$ cat config.mk
export PLATFORM = sky130hd
export DESIGN_NAME = frame_rx_fifo
export DESIGN_NICKNAME = d
export VERILOG_FILES = /design/src/rtl/frx_pkg.sv /design/src/rtl/frx_frame_ctrl.sv /design/src/rtl/frx_byte_store.sv /design/src/rtl/frame_rx_fifo.sv
export SDC_FILE = /design/constraint.sdc
export NUM_CORES = 1
export LEC_CHECK = 0
export ABC_AREA = 1
export BUFFER_PORTS_ARGS = -buffer_cell sky130_fd_sc_hd__buf_2
export CAP_MARGIN = 20
export CORE_MARGIN = 2
export CORE_UTILIZATION = 55
export CTS_BUF_LIST = sky130_fd_sc_hd__clkbuf_8 sky130_fd_sc_hd__clkbuf_16
export CTS_CLUSTER_SIZE = 14
export DETAILED_ROUTE_END_ITERATION = 10
export PLACE_DENSITY_LB_ADDON = 0.12
export SYNTH_ARGS = -nofsm -noshare
export SYNTH_HDL_FRONTEND = slang
export SYNTH_SLANG_ARGS = --single-unit
export TNS_END_PERCENT = 50
$ cat constraint.sdc
create_clock -name clk -period 9.9 [get_ports clk]
set_input_delay 0.495 -clock clk [delete_from_list [all_inputs] [get_ports clk]]
set_output_delay 0.495 -clock clk [all_outputs]
set_load 0.02 [all_outputs]
$ cat src/rtl/frx_pkg.sv
package frx_pkg;
  // frame counter width chosen by the memory size option
  function automatic int frm_w(bit big);
    return big ? 5 : 4;
  endfunction
endpackage

$ cat src/rtl/frx_frame_ctrl.sv
module frx_frame_ctrl #(
  parameter int FW = 5,
  parameter int AW = 6
) (
  input  logic          clk,
  input  logic          clr,
  input  logic          commit,
  input  logic [AW-1:0] commit_end,
  input  logic          adv_req,
  output logic [FW-1:0] fin,
  output logic [FW-1:0] fout,
  output logic          adv_ok,
  output logic [AW-1:0] head_end,
  output logic          frm_ovf
);
  localparam int SLOTS = 2 ** FW;
  localparam logic [FW-1:0] MAXF = FW'(SLOTS - 1);

  logic [AW-1:0] marks [SLOTS];
  logic [FW-1:0] fin_nx, fout_nx, occ;

  assign adv_ok   = adv_req && (fin != fout);
  assign head_end = marks[fout];
  assign fin_nx   = FW'(fin + FW'(1));
  assign fout_nx  = adv_ok ? FW'(fout + FW'(1)) : fout;
  assign frm_ovf  = commit && (fin_nx == fout_nx);
  assign occ      = FW'(fin - fout);

  always_ff @(posedge clk) begin
    if (clr) begin
      fin  <= '0;
      fout <= '0;
    end else begin
      if (commit) fin <= fin_nx;
      fout <= fout_nx;
    end
  end

  always_ff @(posedge clk) begin
    if (commit) marks[fin] <= commit_end;
  end


  frm_wrap_chk: assert property (@(posedge clk) disable iff (clr)
    commit && !adv_ok && occ == MAXF |=> fin == fout);

  fin_step_chk: assert property (@(posedge clk) disable iff (clr)
    commit |=> fin == FW'($past(fin) + FW'(1)));

  adv_empty_chk: assert property (@(posedge clk) disable iff (clr)
    adv_req && fin == fout |=> fout == $past(fout));

  both_chk: assert property (@(posedge clk) disable iff (clr)
    commit && adv_ok |=> $stable(occ));
endmodule

$ cat src/rtl/frx_byte_store.sv
module frx_byte_store #(
  parameter int AW = 6
) (
  input  logic          clk,
  input  logic          clr,
  input  logic          wr_en,
  input  logic          wr_sof,
  input  logic          wr_eof,
  input  logic [7:0]    wr_data,
  input  logic          rd_en,
  input  logic          adv_ok,
  input  logic [AW-1:0] adv_ptr,
  output logic [AW-1:0] wptr,
  output logic [AW-1:0] rptr,
  output logic [AW-1:0] commit_end,
  output logic [7:0]    rd_data,
  output logic          rd_go,
  output logic          mem_ovf
);
  localparam int DEPTH = 2 ** AW;

  logic [7:0]    mem [DEPTH];
  logic [AW-1:0] fstart, waddr, rnext;

  assign waddr      = wr_sof ? fstart : wptr;
  assign commit_end = AW'(waddr + AW'(1));
  assign rd_go      = rd_en && !adv_ok && (rptr != wptr);
  assign rnext      = adv_ok ? adv_ptr : (rd_go ? AW'(rptr + AW'(1)) : rptr);
  assign mem_ovf    = wr_en && (commit_end == rnext);

  always_ff @(posedge clk) begin
    if (clr) begin
      wptr   <= '0;
      rptr   <= '0;
      fstart <= '0;
    end else begin
      if (wr_en) begin
        wptr <= commit_end;
        if (wr_eof) fstart <= commit_end;
      end
      rptr <= rnext;
    end
  end

  always_ff @(posedge clk) begin
    if (wr_en) mem[waddr] <= wr_data;
  end

  always_ff @(posedge clk) begin
    if (clr) rd_data <= '0;
    else if (rd_go) rd_data <= mem[rptr];
  end


  wr_adv_chk: assert property (@(posedge clk) disable iff (clr)
    wr_en && !wr_sof |=> wptr == AW'($past(wptr) + AW'(1)));

  rd_empty_chk: assert property (@(posedge clk) disable iff (clr)
    rd_en && !adv_ok && rptr == wptr |=> rptr == $past(rptr) && $stable(rd_data));

  adv_jump_chk: assert property (@(posedge clk) disable iff (clr)
    adv_ok |=> rptr == $past(adv_ptr));

  sof_chk: assert property (@(posedge clk) disable iff (clr)
    wr_en && wr_sof |=> wptr == AW'($past(fstart) + AW'(1)));
endmodule

$ cat src/rtl/frame_rx_fifo.sv
module frame_rx_fifo #(
  parameter bit BIG_MEM = 1'b1,
  parameter int ADDR_W  = 6,
  localparam int FW     = frx_pkg::frm_w(BIG_MEM)
) (
  input  logic              clk,
  input  logic              rst,
  input  logic              fifo_clr,
  input  logic              wr_en,
  input  logic              wr_sof,
  input  logic              wr_eof,
  input  logic [7:0]        wr_data,
  input  logic              rd_en,
  input  logic              rd_adv,
  output logic [7:0]        rd_data,
  output logic              rd_last,
  output logic [FW-1:0]     fin_cnt,
  output logic [FW-1:0]     fout_cnt,
  output logic [ADDR_W-1:0] wbyte_cnt,
  output logic [ADDR_W-1:0] rbyte_cnt,
  output logic              ovf
);
  logic              clr, adv_ok, frm_ovf, mem_ovf, rd_go;
  logic [ADDR_W-1:0] commit_end, head_end;

  assign clr = rst || fifo_clr;

  frx_frame_ctrl #(.FW(FW), .AW(ADDR_W)) u_frm (
    .clk(clk), .clr(clr),
    .commit(wr_en && wr_eof), .commit_end(commit_end),
    .adv_req(rd_adv),
    .fin(fin_cnt), .fout(fout_cnt),
    .adv_ok(adv_ok), .head_end(head_end), .frm_ovf(frm_ovf)
  );

  frx_byte_store #(.AW(ADDR_W)) u_mem (
    .clk(clk), .clr(clr),
    .wr_en(wr_en), .wr_sof(wr_sof), .wr_eof(wr_eof), .wr_data(wr_data),
    .rd_en(rd_en), .adv_ok(adv_ok), .adv_ptr(head_end),
    .wptr(wbyte_cnt), .rptr(rbyte_cnt), .commit_end(commit_end),
    .rd_data(rd_data), .rd_go(rd_go), .mem_ovf(mem_ovf)
  );

  always_ff @(posedge clk) begin
    if (clr) begin
      rd_last <= 1'b0;
      ovf     <= 1'b0;
    end else begin
      if (rd_go)
        rd_last <= (fin_cnt != fout_cnt) &&
                   (ADDR_W'(rbyte_cnt + ADDR_W'(1)) == head_end);
      if (frm_ovf || mem_ovf) ovf <= 1'b1;
    end
  end


  ovf_sticky_chk: assert property (@(posedge clk) disable iff (rst)
    ovf && !fifo_clr |=> ovf);

  clr_chk: assert property (@(posedge clk) disable iff (rst)
    fifo_clr |=> fin_cnt == '0 && fout_cnt == '0 && wbyte_cnt == '0 &&
                 rbyte_cnt == '0 && !ovf);
endmodule

[Word-level counts from Yosys, hierarchy flattened]
Memories as Yosys holds them, arrays and structs flattened. A register that Yosys moved wholly into a read port is not among the register bits.
Cells that the tools add are included.
Word-level totals
  register bits: 30
  RAM bits: 704
  bits of input ports: 16
  output and inout bits: 32
  word-level logic and storage cells: 38
  memories kept: 2
Cells by class
  add/sub/neg operators: 4
  equality and inequality tests: 5
  multiplexer cells: 9
  reductions and logical operators: 11
Memories
  u_mem.mem: depth 64, bits a word 8, read ports 1, clocked after memory_dff 1, write ports 1, line frx_byte_store.sv:22  | logic [7:0] mem [DEPTH];
  u_frm.marks: depth 32, bits a word 6, read ports 1, clocked after memory_dff 1, write ports 1, line frx_frame_ctrl.sv:19  | logic [AW-1:0] marks [SLOTS];
Operators with widths (count)
  $mux 6: 3
  $add 6x1->6 const B: 2
  $eq 6x6->1: 2
  $add 5x1->5 const B: 2
  $mux 5: 2
  $logic_and 1x1->1: 7
  $ne 6x6->1: 1
  $eq 5x5->1: 1
  $ne 5x5->1: 1
  $mux 1: 4
  $logic_or 1x1->1: 2
  $reduce_and 2->1: 1
  $logic_not 1->1: 1

[Depth between registers and ports, before layout]
Gate-level depths: netlist (run 1).
  word-level depth: 10
  mapped depth: 18
  mapped depth without buffers: 16

[By module]
A second synthesis (run 1) with hierarchy kept.
Unflattened totals
  cells, all modules: 2626
  area, all modules: 30932.2 µm²
Modules (own cells, without submodules)
  frx_byte_store: times used 1, cells each 1824, area an instance 22122.5 µm², seq. area each 15895.2 µm²
  frx_frame_ctrl: times used 1, cells each 716, area an instance 8410.6 µm², seq. area each 5965.7 µm²
  frame_rx_fifo: times used 1, cells each 86, area an instance 399.1 µm², seq. area each 40.0 µm²

[Worst setup path after synthesis (run 1)]
No wires, ideal clock.
  path kind: input-to-reg
  from: in wr_sof
  to: reg ovf
  setup time: 0.066 ns
  data arrival time: 3.446 ns
  data required time: 9.834 ns
  slack: 6.387 ns
  stages on the path: 12
  path through: buf_4 o21ai_1 inv_1 ha_1 nand3_1 xor2_2 nand3_1 nand2_1 nand2_1 nor2_1 nand2_1 a21oi_2
Between the ends
  cells in the longest elaborated chain, start to end: 5
RTL lines
  start, declared: line frame_rx_fifo.sv:10  | input logic wr_sof,
  $mux 6: line frx_byte_store.sv:25  | assign waddr = wr_sof ? fstart : wptr;
  $add 6x1->6: line frx_byte_store.sv:26  | assign commit_end = AW'(waddr + AW'(1));
  net commit_end[0]: line frame_rx_fifo.sv:24  | logic [ADDR_W-1:0] commit_end, head_end;
  $eq 6x6->1: line frx_byte_store.sv:29  | assign mem_ovf = wr_en && (commit_end == rnext);
  $logic_and 1x1->1: line frx_byte_store.sv:29
  $logic_or 1x1->1: line frame_rx_fifo.sv:52  | if (frm_ovf || mem_ovf) ovf <= 1'b1;
  end signal, assigned: line frame_rx_fifo.sv:47  | ovf <= 1'b0;
  end signal, assigned: line frame_rx_fifo.sv:52
  end, declared: line frame_rx_fifo.sv:21  | output logic ovf
The timed path passes the listed nets, and every way through them passes these cells.
A chain may end at the register's enable or synchronous reset.

[Worst setup path after layout (run 1)]
  from: reg u_mem.rptr[0]
  to: reg u_mem.rd_data[7] (read register of u_mem.mem)
Between the ends
  cells in the longest elaborated chain, start to end: 2
RTL lines
  start, declared: line frx_byte_store.sv:14  | output logic [AW-1:0] rptr,
  start signal, assigned: line frx_byte_store.sv:41  | rptr <= rnext;
  $ne 6x6->1: line frx_byte_store.sv:27  | assign rd_go = rd_en && !adv_ok && (rptr != wptr);
  $logic_and 1x1->1: line frx_byte_store.sv:27
  end, declared: line frx_byte_store.sv:16  | output logic [7:0] rd_data,
Several ways; a longest one is shown, not always the timed one.

==> flow_summary.yaml, run 1 <==
outcome:
  status: "complete, no violations"
drt:
  drt_iter0_drc: 2470
  top_layer: "met5"
  met3_length_um: 8481
  wl_met1_um: 34360
  dr.pass1.iters: 6
  dr_total_vias: 20610
  routed_wl_um: 79640
  drtAntennaViolNets: 0
  wl_per_cell_um: 23.55
  wl_met2_um: 34950
  via_per_inst: 6.094
  drc: 0
worst_setup_path:
  worst-path-buf-inv: 3
  ff2ff_path_depth: 10
  r2r_slack_ps: 6210
  cp_cell_sequence: "inv_6 > buf_4 > o21ai_0 > o22ai_1 > o21ai_0 > o22ai_1 > o21ai_0 > nor2_1 > o21ai_0 > inv_1"
  path_common_cell: "o21ai_0"
  critical-path-top-delay-family: "compound AO/OA/AOI/OAI gates"
  critical_path_arrival_ps: 4190
  cpMaxStageDelayCell: "dfxtp_4"
  worstSetupPathType: "flip-flop to flip-flop"
  crit_path_max_incr_delay_ps: 950
  cp.required_ps: 10400
  rr_startpoint: "u_mem.rptr[0]"
  startpoint_type: "flip-flop"
  endpoint_kind: "flip-flop"
  r2r_end: "u_mem.rd_data[7]"
  path_max_fanout: 124
timing:
  setup_violations: 0
  post-route-period-util: 0.3727
  rsz0062_at_grt: "no"
  relSlewSlack: 0.3315
  finClkSkew_ps: 21.64
  hold_viol: 0
  fin_crit_ps: 3690
  drv_slew: 0
  maxClockFrequency_ghz: 0.2710
  fin_setup_tns_ps: 0
  tightest_slew_ps: 1001
cells_and_area:
  n_antenna_cell: 0
  fin_nets: 2599
  drive_above_1_share: 0.07631
  fin_util: 0.6112
  final_cell_mix: "704 x edfxtp_1, 455 x nor2_1, 360 x nand2_1, 300 x o21ai_0, 231 x nand3_1"
  area_growth_pct: 9.907
  final_common_cell: "edfxtp_1"
yosys:
  synth-async-reset-ratio: 0
  yosysTopAreaCellShare: 0.6914
  ys_seq_area_frac: 0.7163
  synth_nets: 2602
  avgSynthCellArea_sq_um: 11.86
  synth_top_cell_by_area: "edfxtp_1"
  synth-main-ff-cell: "edfxtp_1"
  synth_seq_cells: 742
  ys_warn_count: 0
  synth_edf_count: 704
  synth_area_sq_um: 30580
  synth.distinct_cells: 34
  netlist_instances: 2579
  ys_top_cells_by_area: "edfxtp_1 69%, nor2_1 5.6%, o21ai_0 4.9%"
min_path:
  min_path_type: "input pin to flip-flop"
  holdCritStartpoint: "wr_en"
  holdPathStages: 2
  hold_end: "u_mem.wptr[2]"
power:
  power.density_nw_per_um2: 201.9
  p_leak_nw: 11.59
  vdd_drop_max_uv: 149.3
floorplan:
  die-area_sq_um: 57490
  core_sq_um: 54990
  fp.dieW_um: 239.8
  initial_core_util: 0.5561
  die_h_um: 239.8
  io_pins: 48
  num_rows: 86
clock_tree:
  cts-buffers-inserted: 76
  cts_tree: "built"
  cts_resized: 0
  clkTransAtPathRegs_ps: 60
  cts_max_level: 3
  post_cts_buffers: 0
  root_buffer: "clkbuf_16"
  cts_hold_buffers: 0
  cts_buffer_depth: 3
  cts.sinks: 742
  clk_latency_ps: 610
placed_design:
  dp_hpwl_um: 45700
  gp_congestion: 0.8560
  port_buffers: 47
global_route:
  grt_pass1_wl_um: 119900
  grt_pass1_vias: 19510
  antenna_found_initial: 1
  gr-total-overflow: 0
  grt_start_max_net_pins: 125
  grt_use_total: 0.2799
run:
  maxCapViolations: 0
-- worst max path at each step --
stage	start	to	slack, ps	depth (start not counted)
2_1_floorplan	wr_sof	ovf	6390	12
3_5_place_dp	u_mem.rptr[0]	u_mem.rd_data[0]	6330	10
6_report	u_mem.rptr[0]	u_mem.rd_data[7]	6210	10
4_1_cts	u_mem.rptr[0]	u_mem.rd_data[0]	6310	10
5_1_grt	u_mem.rptr[0]	u_mem.rd_data[6]	6000	10
3_3_place_gp	u_mem.rptr[0]	u_mem.rd_data[7]	6290	10
-- where the power goes --
group	internal, W	leakage (nW)	switching, W
clock	0.00158	1.24	0.00115
sequential	0.00346	6.66	0.0000358
combinational	0.000141	3.68	0.000419
total	0.00518	11.6	0.00160
-- state kept, by name, summed over array words and instances, names as in the netlist --
name           flops
u_frm.fout         5
u_mem.wptr         6
rd_last            1
u_mem.mem        512
u_frm.marks      192
u_mem.rptr         6
ovf                1
u_frm.fin          5
u_mem.fstart       6
u_mem.rd_data      8
-- cell type report --
cell class | instances | area [sq um]
clock buffer | 79 | 1954
clock inverter | 57 | 397.9
fill | 4314 | 21380
inverter | 90 | 344.1
multi-input combinational | 1587 | 7562
sequential | 742 | 21910
tap | 748 | 935.9
timing repair buffer | 79 | 495.5
-- layer usage --
metal / vias up / track usage
met2: 1075 / 0.4054
met3: 133 / 0.05555
met1: 10100 / 0.4271
met5: - / 0
li1: 9299 / -
met4: 2 / 0.08883
-- cells in the mapped netlist, types with 16 or more instances --
library cell,n
o21ai_1,16
buf_2,61
o21ai_0,300
o22ai_1,50
a21oi_1,31
o211ai_1,16
dfxtp_1,38
nor2_1,455
inv_1,78
edfxtp_1,704
nand3_1,231
o221ai_1,82
nand2_1,360
clkbuf_1,72
-- stage by stage --
step / instances / power [W] / worst slack [ps] / instance area [sq um] / hold WS [ps]
2_1_floorplan: 2579 / 0.003903 / 6387 / 30580 / 503.0
3_3_place_gp: 3244 / 0.004105 / 6293 / 31220 / 500.1
3_5_place_dp: 3246 / 0.004114 / 6328 / 31250 / 495.2
4_1_cts: 3382 / 0.006805 / 6312 / 33600 / 227.2
5_1_grt: 3382 / 0.006991 / 5999 / 33600 / 258.6
6_report: 3382 / 0.006785 / 6210 / 33600 / 256.5
-- logic make-up after synthesis --
logic type	Yosys count	synth area share
XOR/XNOR	17	0.005729
AO/OA/AOI/OAI	505	0.09707
flip-flops	742	0.7163
AND/OR/NAND/NOR	1058	0.1412
buffers and inverters	250	0.03687
adder cells (fa/ha/maj)	7	0.002864
(Power assumes the default switching activity.)
==> run 2, diff against run 1 <==
Clock period 9.9 ns to 3.8 ns, I/O delays scaled along.
==> run 2 against run 1 <==
Compared with the run above:
- power grew to 2.7 times the previous value
- core utilization grew 0.66 points
- combinational power grew to 2.8 times the previous value
- hold slack lost 170 ps
- count of clock-buffer cells in the layout grew 2
- sequential share of layout area shrank 0.70 points
- cell area grew 1.1%
- first-iteration DRC count shrank 4.1%
- worst setup slack lost 5200 ps
- cell count grew 0.56%
- largest cell class unchanged
==> flow_summary.yaml, run 2 (synthesis gave the netlist of run 1 again) <==
worst_setup_path:
  critical_path_arrival_ps: 3060
  worstSetupPathType: "flip-flop to flip-flop"
  r2r_slack_ps: 980
  path_max_fanout: 36
  startpoint_type: "flip-flop"
  cp.required_ps: 4040
  endpoint_kind: "flip-flop"
cells_and_area:
  largestRegisters: "u_mem.mem: 512 flops, u_frm.marks: 192 flops, u_mem.rd_data: 8 flops"
  final_cell_mix: "704 x edfxtp_1, 455 x nor2_1, 360 x nand2_1, 300 x o21ai_0, 231 x nand3_1"
  fin_nets: 2616
  area_growth_pct: 11.10
  n_antenna_cell: 0
  largest_reg_flops: 512
  final_common_cell: "edfxtp_1"
  fin_util: 0.6178
  drive_above_1_share: 0.08556
  top_register: "u_mem.mem"
clock_tree:
  clk_latency_ps: 620
  cts_resized: 0
  cts_max_level: 3
  clkTransAtPathRegs_ps: 60
  cts-buffers-inserted: 77
  cts.sinks: 742
  post_cts_buffers: 0
  cts_tree: "built"
  root_buffer: "clkbuf_16"
  cts_buffer_depth: 3
floorplan:
  initial_core_util: 0.5561
  core_sq_um: 54990
  fp.dieW_um: 239.8
  die-area_sq_um: 57490
  num_rows: 86
  io_pins: 48
  die_h_um: 239.8
timing:
  tightest_slew_ps: 1078
  post-route-period-util: 0.7420
  maxClockFrequency_ghz: 0.3547
  rsz0062_at_grt: "no"
  fin_hold_ws_ps: 83.07
  setup_violations: 0
  fin_setup_tns_ps: 0
  finClkSkew_ps: 32.20
  hold_viol: 0
  fin_crit_ps: 2820
  relSlewSlack: 0.2811
  drv_slew: 0
placed_design:
  dp_hpwl_um: 47470
  gp_congestion: 0.8915
  port_buffers: 47
drt:
  dr_total_vias: 20690
  wl_per_cell_um: 23.44
  via_per_inst: 6.085
  drtAntennaViolNets: 0
  dr.pass1.iters: 6
  drt_iter0_drc: 2368
  drc: 0
  routed_wl_um: 79700
power:
  power.density_nw_per_um2: 533.9
  finalPower_w: 0.01814
  p_leak_nw: 11.76
  vdd_drop_max_uv: 443.6
min_path:
  min_path_type: "input pin to flip-flop"
global_route:
  grt_use_total: 0.2792
  grt_pass1_wl_um: 119200
  antenna_found_initial: 1
  grt_pass1_vias: 19610
  gr-total-overflow: 0
  grt_start_max_net_pins: 106
outcome:
  status: "complete, no violations"
run:
  maxCapViolations: 0
[run 2: changes by cell type in the layout (fill, tap and decap cells not counted), sizes merged]
cell	change
dlygate4sd3	+1
bufinv	+2
inv	-6
clkinv	+4
clkinvlp	+1
buf	+15
clkbuf	+2
[run 2: report_power, final]
part	switching, W	internal, W
Combinational	0.00115	0.000396
Clock	0.00312	0.00439
Sequential	0.0000630	0.00902
Total	0.00432	0.0138
[run 2: what timing repair did]
action	4_1_cts	5_1_grt
setup endpoints to repair	0	0
hold buffers	1	0
endpoints found under the hold margin	3	0
[run 2: stage by stage]
| step | cells | area, sq um | setup WS [ps] |
|---|---|---|---|
| after floorplan | 2579 | 30580 | 520.6 |
| after global placement | 3261 | 31450 | 1084 |
| after detailed placement | 3261 | 31450 | 1017 |
| after CTS | 3401 | 33970 | 993.2 |
| after global routing | 3401 | 33970 | 736.9 |
| final | 3401 | 33970 | 980.5 |
[run 2: cell type report]
cell class / count / area (sq um)
fillers: 4270 / 21020
flip-flops and latches: 742 / 21910
well taps: 748 / 935.9
multi-input cells: 1587 / 7562
clock inverters: 58 / 486.7
repair buffers: 95 / 698.2
inverters: 90 / 344.1
clock buffers: 81 / 2027
[run 2: critical path: stages (launching register included)]
cell     delay (ps)
dfxtp_1         340
inv_1            40
nand2_1          70
o21ai_2          60
buf_4           240
nor2_1          270
nand2_1         530
nor2_1          870
[run 2: path summary, 6_finish.rpt]
path / from / end / cells past startpoint
max reg2reg: u_mem.fstart[0] / u_mem.mem[11][6] / 7
min: rd_adv / u_frm.fout[0] / 3
max: u_mem.fstart[0] / u_mem.mem[11][6] / 7
min reg2reg: u_mem.wptr[0] / u_mem.wptr[0] / 2
[run 2: per-layer routing]
metal  GRT usage  share of wire  vias up
li1            -              -     9326
met1      0.4086           0.42    10120
met2      0.4185           0.45     1100
met3     0.06396           0.10      151
met4     0.08561          0.025        0
met5           0              0        -
==> run 3, diff against run 2 <==
Clock period 3.8 ns to 2.74 ns, I/O delays scaled along.
==> run 3 against run 2 <==
Compared with the run above:
- register-to-register slack worse by 890 ps
- die area unchanged
- power up 40%
- via count up 3.0%
- first-iteration DRC count up 20%
- critical endpoint is now u_mem.rd_data[1]
- largest power group unchanged
==> flow_summary.yaml, run 3 (synthesis gave the netlist of run 1 again) <==
outcome:
  status: "complete, no violations"
drt:
  drtAntennaViolNets: 0
  drt_iter0_drc: 2844
  via_per_inst: 6.055
  dr.pass1.iters: 8
  wl_per_cell_um: 23.25
  dr_total_vias: 21310
  routed_wl_um: 81840
  drc: 0
power:
  intPower_w: 0.01940
  p_leak_nw: 12.46
  p_sw_w: 0.005967
  power.density_nw_per_um2: 722.9
  power_frac_seq: 0.495
  combPwrFrac: 0.090
  finalPower_w: 0.02537
  p_clk_frac: 0.415
  p_sw_frac: 0.2352
  vdd_drop_max_uv: 530.0
cells_and_area:
  largestRegisters: "u_mem.mem: 512 flops, u_frm.marks: 192 flops, u_mem.rd_data: 8 flops"
  area_growth_pct: 14.77
  fin_nets: 2738
  fillers: 4157
  drive_above_1_share: 0.1255
  final_common_cell: "edfxtp_1"
  final_cell_mix: "704 x edfxtp_1, 454 x nor2_1, 359 x nand2_1, 300 x o21ai_0, 231 x nand3_1"
  n_antenna_cell: 0
  instances_no_fill: 3520
  largest_reg_flops: 512
  top_register: "u_mem.mem"
floorplan:
  die_h_um: 239.8
  core_sq_um: 54990
  fp.dieW_um: 239.8
  io_pins: 48
  initial_core_util: 0.5561
  num_rows: 86
  die-area_sq_um: 57490
timing:
  maxClockFrequency_ghz: 0.3779
  rsz0062_at_grt: "no"
  drv_slew: 0
  hold_viol: 0
  tightest_slew_ps: 857.8
  post-route-period-util: 0.9657
  relSlewSlack: 0.4281
  fin_crit_ps: 2646
  finClkSkew_ps: 18.94
  setup_violations: 0
  fin_setup_tns_ps: 0
worst_setup_path:
  critical-path-top-delay-family: "buffers and inverters"
  endpoint_kind: "flip-flop"
  cp_cell_sequence: "clkinv_2 > buf_12 > o21ai_0 > o22ai_1 > o21ai_0 > nand3_1 > nand3_1 > nand3_1 > o211ai_1 > inv_1"
  cpMaxStageDelayCell: "clkinv_2"
  startpoint_type: "flip-flop"
  worst-path-buf-inv: 3
  path_max_fanout: 26
  path_common_cell: "nand3_1"
  cp.required_ps: 3240
  crit_path_max_incr_delay_ps: 450
  critical_path_arrival_ps: 3150
  worstSetupPathType: "flip-flop to flip-flop"
clock_tree:
  cts_max_level: 3
  cts_buffer_depth: 3
  clkTransAtPathRegs_ps: 60
  clk_latency_ps: 620
  root_buffer: "clkbuf_16"
  post_cts_buffers: 0
  cts.sinks: 742
  cts-buffers-inserted: 76
  cts_tree: "built"
global_route:
  antenna_found_initial: 0
  grt_pass1_vias: 20170
  grt_use_total: 0.2875
  grt_pass1_wl_um: 122900
  gr-total-overflow: 0
  grt_start_max_net_pins: 134
placed_design:
  place_inst: 3378
  port_buffers: 47
  gp_congestion: 0.8804
  dp_hpwl_um: 49990
run:
  maxCapViolations: 0
min_path:
  min_path_type: "input pin to flip-flop"
==> run 3: area by class of cell <==
| class | count | area [sq um] | area share |
|---|---|---|---|
| clock buffers | 79 | 1977 | 0.05633 |
| clock inverters | 56 | 558.0 | 0.01590 |
| inverters | 90 | 344.1 | 0.009805 |
| multi-input cells | 1587 | 7564 | 0.2155 |
| flip-flops and latches | 742 | 21910 | 0.6245 |
| well taps | 748 | 935.9 | 0.02667 |
| repair buffers | 218 | 1799 | 0.05127 |
==> run 3: final timing paths <==
kind	start	end	slack [ps]	depth (start not counted)
worst min-delay path	rd_en	u_mem.rptr[4]	40	5
worst max-delay path	u_mem.rptr[1]	u_mem.rd_data[1]	90	10
worst max register to register	u_mem.rptr[1]	u_mem.rd_data[1]	90	10
worst min register to register	u_mem.rd_data[6]	u_mem.rd_data[6]	540	2
==> run 3: worst register-to-register path: stages, from the launching register on <==
cell	delay [ps]
dfxtp_4	360
clkinv_2	450
buf_12	380
o21ai_0	110
o22ai_1	120
o21ai_0	240
nand3_1	320
nand3_1	290
nand3_1	110
o211ai_1	100
inv_1	50
==> run 3: what timing repair did <==
action | CTS | global route
gates resized for setup | 0 | 2
hold buffers | 7 | 0
setup endpoints to repair | 0 | 9
endpoints found under the hold margin | 19 | 0
==> run 3: power by group through the flow <==
stage	sequential (W)	clock, W	combinational [W]
finish	0.0126	0.0105	0.00229
global route	0.0126	0.0110	0.00248
CTS	0.0126	0.0106	0.00226
detailed placement	0.0128	0	0.00224
global placement	0.0128	0	0.00221
floorplan	0.0128	0	0.00129
==> run 3: metrics by stage <==
step                setup slack [ps]  hold WS, ps  cell area (sq um)  utilization
floorplan                      108.1        235.9              30590            -
global placement               70.20        427.1              32480       0.5907
detailed placement             76.92        425.7              32480       0.5907
CTS                            56.20        3.061              35090       0.6381
global route                   7.837        38.02              35090       0.6382
finish                         93.94        43.52              35090       0.6382
==> run 3: metal layers <==
metal / up-vias / wire, um / track usage
li1: 9566 / - / -
met2: 1196 / 36230 / 0.4254
met5: - / 0 / 0
met1: 10400 / 34810 / 0.4305
met4: 0 / 2036 / 0.08144
met3: 150 / 8763 / 0.06304
